--- config.mk ---
export PLATFORM = sky130hd
export DESIGN_NAME = mxbus_front
export DESIGN_NICKNAME = d
export VERILOG_FILES = /design/src/rtl/mxb_pkg.sv /design/src/rtl/mxb_sync.sv /design/src/rtl/mxb_addr_latch.sv /design/src/rtl/mxb_data_ctl.sv /design/src/rtl/mxbus_front.sv
export SDC_FILE = /design/constraint.sdc
export NUM_CORES = 1
export LEC_CHECK = 0
export ABC_AREA = 1
export ABC_CLOCK_PERIOD_IN_PS = 1100
export BUFFER_PORTS_ARGS = -buffer_cell sky130_fd_sc_hd__buf_4
export CORE_MARGIN = 1
export CORE_UTILIZATION = 40
export CTS_CLUSTER_DIAMETER = 100
export CTS_CLUSTER_SIZE = 10
export DETAILED_ROUTE_END_ITERATION = 12
export PLACE_DENSITY = 0.73
export SETUP_SLACK_MARGIN = 0.5
export SYNTH_ARGS = -nofsm -noshare
export SYNTH_HDL_FRONTEND = slang
export SYNTH_SLANG_ARGS = --single-unit
--- constraint.sdc ---
create_clock -name clk -period 1.1 [get_ports clk]
set_clock_uncertainty 0.2 [all_clocks]
set_input_delay 0.055 -clock clk [delete_from_list [all_inputs] [get_ports clk]]
set_output_delay 0.055 -clock clk [all_outputs]
set_load 0.03 [all_outputs]
--- src/rtl/mxb_pkg.sv ---
package mxb_pkg;
  typedef struct packed {
    logic as;
    logic ce;
    logic e;
    logic rnw;
    logic sel;
  } ctl_t;
  localparam int CTL_W = 5;
endpackage

--- src/rtl/mxb_sync.sv ---
module mxb_sync #(
  parameter int W      = 1,
  parameter int STAGES = 2
) (
  input  logic         clk,
  input  logic         rst,
  input  logic [W-1:0] d,
  output logic [W-1:0] q
);
  logic [W-1:0] stg [STAGES];

  always_ff @(posedge clk) begin
    if (rst) stg[0] <= '0;
    else     stg[0] <= d;
  end

  generate
    for (genvar i = 1; i < STAGES; i++) begin : g_stage
      always_ff @(posedge clk) begin
        if (rst) stg[i] <= '0;
        else     stg[i] <= stg[i-1];
      end
    end
  endgenerate

  assign q = stg[STAGES-1];
endmodule

--- src/rtl/mxb_addr_latch.sv ---
module mxb_addr_latch #(
  parameter int LO_W = 8,
  parameter int HI_W = 5,
  localparam int AW  = LO_W + HI_W
) (
  input  logic            clk,
  input  logic            rst,
  input  logic            as_s,
  input  logic [LO_W-1:0] lo_s,
  input  logic [HI_W-1:0] hi_s,
  output logic [AW-1:0]   addr_q
);
  always_ff @(posedge clk) begin
    if (rst)       addr_q <= '0;
    else if (as_s) addr_q <= {hi_s, lo_s};
  end


  addr_hold_chk: assert property (@(posedge clk) disable iff (rst)
    !as_s |=> $stable(addr_q));


  addr_pass_chk: assert property (@(posedge clk) disable iff (rst)
    as_s |=> (addr_q == $past({hi_s, lo_s})));
endmodule

--- src/rtl/mxb_data_ctl.sv ---
module mxb_data_ctl
  import mxb_pkg::*;
#(
  parameter int DW = 8
) (
  input  logic          clk,
  input  logic          rst,
  input  ctl_t          cs,
  input  logic [DW-1:0] bus_s,
  input  logic [DW-1:0] rd_data,
  output logic [DW-1:0] ad_o,
  output logic          ad_oe,
  output logic          rd_o,
  output logic          wr_o,
  output logic [DW-1:0] wdata_o,
  output logic          standby_o
);
  logic e_d;
  logic active;
  logic e_fall;
  logic rd_next;
  logic wr_next;

  always_comb begin
    active  = cs.ce & ~cs.sel & ~cs.as;
    e_fall  = e_d & ~cs.e;
    rd_next = active & cs.rnw & cs.e;
    wr_next = active & ~cs.rnw & e_fall;
  end

  always_ff @(posedge clk) begin
    if (rst) begin
      e_d       <= 1'b0;
      ad_oe     <= 1'b0;
      rd_o      <= 1'b0;
      ad_o      <= '0;
      wr_o      <= 1'b0;
      wdata_o   <= '0;
      standby_o <= 1'b0;
    end else begin
      e_d       <= cs.e;
      ad_oe     <= rd_next;
      rd_o      <= rd_next;
      ad_o      <= rd_next ? rd_data : '0;
      wr_o      <= wr_next;
      standby_o <= ~cs.ce & ~cs.as;
      if (wr_next) wdata_o <= bus_s;
    end
  end


  wr_one_cycle_chk: assert property (@(posedge clk) disable iff (rst)
    wr_o |=> !wr_o);


  rd_wr_excl_chk: assert property (@(posedge clk) disable iff (rst)
    !(ad_oe && wr_o));


  wr_needs_ce_chk: assert property (@(posedge clk) disable iff (rst)
    wr_o |-> $past(cs.ce));


  standby_no_rd_chk: assert property (@(posedge clk) disable iff (rst)
    standby_o |-> !ad_oe);
endmodule

--- src/rtl/mxbus_front.sv ---
module mxbus_front
  import mxb_pkg::*;
#(
  parameter int LO_W   = 8,
  parameter int HI_W   = 5,
  parameter int STAGES = 2,
  localparam int AW    = LO_W + HI_W,
  localparam int SW    = CTL_W + LO_W + HI_W
) (
  input  logic            clk,
  input  logic            rst,
  input  logic [LO_W-1:0] ad_i,
  output logic [LO_W-1:0] ad_o,
  output logic            ad_oe,
  input  logic [HI_W-1:0] hi_addr_i,
  input  logic            strobe_i,
  input  logic            cen_i,
  input  logic            e_i,
  input  logic            rnw_i,
  input  logic            dsel_i,
  input  logic [LO_W-1:0] rd_data_i,
  output logic [AW-1:0]   addr_o,
  output logic            rd_o,
  output logic            wr_o,
  output logic [LO_W-1:0] wdata_o,
  output logic            standby_o
);
  ctl_t            c_raw;
  ctl_t            c_s;
  logic [LO_W-1:0] lo_s;
  logic [HI_W-1:0] hi_s;
  logic [SW-1:0]   raw_bus;
  logic [SW-1:0]   sync_bus;

  always_comb begin
    c_raw.as  = strobe_i;
    c_raw.ce  = cen_i;
    c_raw.e   = e_i;
    c_raw.rnw = rnw_i;
    c_raw.sel = dsel_i;
    raw_bus   = {c_raw, hi_addr_i, ad_i};
  end

  mxb_sync #(.W(SW), .STAGES(STAGES)) u_sync (
    .clk (clk),
    .rst (rst),
    .d   (raw_bus),
    .q   (sync_bus)
  );

  assign c_s  = ctl_t'(sync_bus[SW-1 -: CTL_W]);
  assign hi_s = sync_bus[LO_W +: HI_W];
  assign lo_s = sync_bus[LO_W-1:0];

  mxb_addr_latch #(.LO_W(LO_W), .HI_W(HI_W)) u_addr (
    .clk    (clk),
    .rst    (rst),
    .as_s   (c_s.as),
    .lo_s   (lo_s),
    .hi_s   (hi_s),
    .addr_q (addr_o)
  );

  mxb_data_ctl #(.DW(LO_W)) u_data (
    .clk       (clk),
    .rst       (rst),
    .cs        (c_s),
    .bus_s     (lo_s),
    .rd_data   (rd_data_i),
    .ad_o      (ad_o),
    .ad_oe     (ad_oe),
    .rd_o      (rd_o),
    .wr_o      (wr_o),
    .wdata_o   (wdata_o),
    .standby_o (standby_o)
  );


  reset_quiet_chk: assert property (@(posedge clk)
    $past(rst) |-> (!ad_oe && !wr_o && !standby_o));


  sel_blocks_chk: assert property (@(posedge clk) disable iff (rst)
    (wr_o || rd_o) |-> !$past(c_s.sel));
endmodule

==> metrics.txt <==
# TYPE chip_impl_metric gauge
chip_impl_metric{name="slew_headroom",unit="%"} 83.92
chip_impl_metric{name="comb_pwr_share",unit="%"} 7.9
chip_impl_metric{name="ys_seq_area_share",unit="%"} 63.05
chip_impl_metric{name="core_region_area",unit="mm²"} 0.005205
chip_impl_metric{name="fp.dieArea",unit="mm²"} 0.005777
chip_impl_metric{name="share_of_final_layout_standard_cells_stronger_than_drive_strength_1",unit="%"} 49.40
chip_impl_metric{name="final_setup_violation_count",unit=""} 17
chip_impl_metric{name="dr.pass1.iters",unit=""} 4
chip_impl_metric{name="yosys_warnings",unit=""} 0
chip_impl_metric{name="fin_total_pwr",unit="mW"} 5.469
chip_impl_metric{name="port_buffers",unit=""} 60
chip_impl_metric{name="die_width",unit="µm"} 76.01
chip_impl_metric{name="synth_top_area_share",unit="%"} 63.05
chip_impl_metric{name="detail_route.wirelength",unit="µm"} 4396
chip_impl_metric{name="cts_buffer_depth",unit=""} 2
chip_impl_metric{name="sw_ratio",unit="%"} 21.48
chip_impl_metric{name="fin_ws",unit="ns"} -0.1174
chip_impl_metric{name="synth_enable_flop_cells",unit=""} 0
chip_impl_info{name="post-synth-top-count-cell",value="nor2_1"} 1
chip_impl_info{name="failed_checks",value="negative hold slack, negative setup slack"} 1
chip_impl_metric{name="worstPathArrival",unit="ns"} 1.28
chip_impl_metric{name="number_of_antenna_violations_at_the_first_check_in_global_routing",unit=""} 0
chip_impl_metric{name="place_area",unit="mm²"} 0.002868
chip_impl_metric{name="cellPowerDensity",unit="mW/mm²"} 1599
chip_impl_info{name="worstSetupPathType",value="flop to flop"} 1
chip_impl_metric{name="dieHeight",unit="µm"} 76.01
chip_impl_info{name="cpMaxStageDelayCell",value="dfxtp_4"} 1
chip_impl_metric{name="synth.lib_cells_used.distinct",unit=""} 19
chip_impl_info{name="holdPathEnd",value="u_sync.stg[0][12]"} 1
chip_impl_metric{name="gp_routability_congestion",unit=""} 0.7032
chip_impl_metric{name="post_synth_inst_count",unit=""} 253
chip_impl_metric{name="grt_pass1_vias",unit=""} 1534
chip_impl_metric{name="power.net_switching",unit="mW"} 1.175
chip_impl_info{name="end_kind",value="flop"} 1
chip_impl_metric{name="drc",unit=""} 0
chip_impl_metric{name="share_clk_of_total_power",unit="%"} 44.7
chip_impl_metric{name="drtAntennaViolNets",unit=""} 0
chip_impl_metric{name="drt_first_iter_violations",unit=""} 85
chip_impl_metric{name="globalRoute.totalOverflow",unit=""} 0
chip_impl_metric{name="setup_tns",unit="ns"} -1.341
chip_impl_metric{name="hold_path_depth",unit=""} 3
chip_impl_metric{name="vdd_drop_max",unit="mV"} 0.8679
chip_impl_metric{name="final_core_util",unit="%"} 65.72
chip_impl_metric{name="core.rowCount",unit=""} 26
chip_impl_metric{name="io-pin-count",unit=""} 61
chip_impl_metric{name="asyncSetResetFlopFracSynth",unit="%"} 0
chip_impl_metric{name="syn_avg_cell_area",unit="µm²"} 8.659
chip_impl_metric{name="antenna_cells",unit=""} 0
chip_impl_metric{name="stdcell_area",unit="mm²"} 0.003421
chip_impl_metric{name="summed_instance_area_of_the_synthesized_netlist",unit="mm²"} 0.002191
chip_impl_metric{name="p_seq_share",unit="%"} 47.4
chip_impl_info{name="synth_area_leader_cell",value="dfxtp_1"} 1
chip_impl_metric{name="clock_sink_count",unit=""} 69
chip_impl_metric{name="synthesis.nets",unit=""} 281
chip_impl_metric{name="insertion_delay",unit="ns"} 0.34
chip_impl_metric{name="worst_slew_pin_slew",unit="ns"} 0.2406
chip_impl_info{name="rsz0062_at_grt",value="true"} 1
chip_impl_info{name="cp_cell_sequence",value="nor2_1 -> nand2_1 -> nor2_4 -> nor2_1 -> nor2_1"} 1
chip_impl_metric{name="area.growth.synth_to_final",unit="%"} 56.14
chip_impl_metric{name="p_int",unit="mW"} 4.294
chip_impl_info{name="worstReg2RegEnd",value="u_data.wdata_o[5]"} 1
chip_impl_info{name="setup.worst_path.start_class",value="flop"} 1
chip_impl_info{name="critPathMostFrequentCell",value="nor2_1"} 1
chip_impl_metric{name="final_min_period_over_clock_period",unit="%"} 110.7
chip_impl_metric{name="worst-path-max-fanout",unit=""} 8
chip_impl_metric{name="clock_tree.htree_level_count",unit=""} 3
chip_impl_metric{name="critical_path.max_stage_delay",unit="ns"} 0.34
chip_impl_metric{name="final_cell_count_no_fill",unit=""} 404
chip_impl_info{name="worst_r2r_startpoint",value="u_sync.stg[1][14]"} 1
chip_impl_metric{name="worst_r2r_path_depth",unit=""} 5
chip_impl_metric{name="timing.reg2reg.setup_slack",unit="ns"} -0.12
chip_impl_metric{name="fmax",unit="MHz"} 821.4
chip_impl_info{name="tritoncts_clock_tree",value="done"} 1
chip_impl_metric{name="clk_pin_slew",unit="ns"} 0.07
chip_impl_metric{name="required",unit="ns"} 1.17
chip_impl_metric{name="start_util",unit="%"} 42.09
chip_impl_metric{name="p_leak",unit="nW"} 1.579
chip_impl_metric{name="drv_cap",unit=""} 0
chip_impl_metric{name="nNetsFinal",unit=""} 357
chip_impl_metric{name="final_max_slew_viol_count",unit=""} 0
chip_impl_metric{name="dp.final_hpwl",unit="µm"} 2674
chip_impl_metric{name="grtUsageTotal",unit="%"} 15.77
chip_impl_metric{name="vias_post_dr",unit=""} 1699
chip_impl_info{name="synth.cells.most_frequent",value="nor2_1, dfxtp_1, inv_1"} 1
chip_impl_metric{name="final_worst_hold_slack",unit="ns"} -0.2850
chip_impl_metric{name="wire_length_of_the_first_global_routing_pass",unit="µm"} 6927
chip_impl_info{name="hp-start",value="hi_addr_i[4]"} 1
chip_impl_metric{name="min_period",unit="ns"} 1.217
chip_impl_info{name="top_cells_by_area_in_the_synthesized_netlist",value="dfxtp_1, nor2_1, inv_1, o21ai_0, a21oi_1"} 1
chip_impl_info{name="timing.hold.worst.class",value="input port to flop"} 1
chip_impl_metric{name="place_worst_setup_slack",unit="ns"} -0.05594
chip_impl_metric{name="largest_net_degree_at_the_start_of_global_routing",unit=""} 25
chip_impl_metric{name="drt-vias-per-instance",unit=""} 4.205
chip_impl_metric{name="finalHoldViolations",unit=""} 36
chip_impl_metric{name="dp_cells",unit=""} 381
chip_impl_metric{name="post_drt_wl_per_cell",unit="µm"} 10.88
chip_impl_metric{name="cts_made_buffers",unit=""} 9
chip_impl_info{name="ys.flop_type",value="dfxtp_1"} 1
chip_impl_info{name="outcome",value="finished with violations"} 1
chip_impl_metric{name="ys_seq_elements",unit=""} 69
chip_impl_info{name="ctsRootBufferMaster",value="clkbuf_8"} 1
[state kept, by name, summed over array words and instances (netlist names)]
signal / count
u_sync.stg: 36
u_data.e_d: 1
u_data.wr_o: 1
u_data.wdata_o: 8
u_addr.addr_q: 13
u_data.ad_o: 8
u_data.standby_o: 1
u_data.ad_oe: 1
[kinds of logic (layout without fill, tap and decap cells)]
family | count (synthesis) | in the layout | share of synthesized area, %
AOI/OAI and AO/OA | 21 | 21 | 4.797
and+or+nand+nor | 98 | 100 | 20.39
DFF | 69 | 69 | 63.05
buffers and inverters | 65 | 144 | 11.76
[placed cells by master (no fill, tap or decap), types with 9 or more instances in the layout]
master / instances
buf_4: 34
nor2_1: 59
dfxtp_2: 13
nor2_2: 11
dfxtp_4: 29
inv_1: 48
nand2_1: 9
dfxtp_1: 27
buf_6: 35
clkbuf_8: 11
[cell type report]
type / instances / area (µm²)
clock buffer: 12 / 176.4
inverter: 56 / 212.7
multi-input combinational: 121 / 658.1
clock inverter: 4 / 75.07
fill: 396 / 1784
sequential: 69 / 1506
tap: 70 / 87.58
timing repair buffer: 72 / 704.4
[worst max-delay path, delay by kind of cell, from the launching register on]
family	cells	cell delay [ns]
AND/OR/NAND/NOR	5	0.62
flip-flops	1	0.34
[worst max-delay path by stage]
| stage | start | end | slack (ns) | depth (start not counted) |
|---|---|---|---|---|
| 3_3_place_gp | u_sync.stg[1][16] | u_data.ad_o[5] | -0.04 | 4 |
| 5_1_grt | u_sync.stg[1][14] | u_data.wdata_o[5] | -0.25 | 5 |
| 4_1_cts | u_sync.stg[1][17] | u_data.wdata_o[0] | -0.07 | 6 |
| 3_5_place_dp | u_sync.stg[1][16] | u_data.ad_o[1] | -0.06 | 4 |
| 6_report | u_sync.stg[1][14] | u_data.wdata_o[5] | -0.12 | 5 |
| 2_1_floorplan | u_sync.stg[1][17] | u_data.wdata_o[0] | 0.01 | 6 |
[per-layer routing]
layer | wire length, µm | global-route usage (%) | share of wire (%) | vias up
met5 | 0 | 0 | 0 | -
met4 | 167 | 10.00 | 3.8 | 0
met3 | 162 | 5.509 | 3.7 | 14
met2 | 2120 | 24.36 | 48 | 45
met1 | 1946 | 18.72 | 44 | 745
li1 | - | - | - | 895
[power groups by stage]
stage | Combinational [mW] | Sequential [mW] | Clock [mW]
after detailed placement | 0.367 | 2.64 | 0
after global routing | 0.474 | 2.60 | 2.63
final | 0.434 | 2.59 | 2.45
after CTS | 0.393 | 2.59 | 2.51
after floorplan | 0.157 | 2.69 | 0
after global placement | 0.361 | 2.64 | 0
[timing repair]
item	CTS	global route
gates resized for setup	43	39
endpoints found under the setup margin	84	84
gates cloned	1	1
setup buffers	1	4
pin swaps	1	12
endpoints found under the hold margin	36	36
No activity file was read; power rests on OpenSTA's default activity.
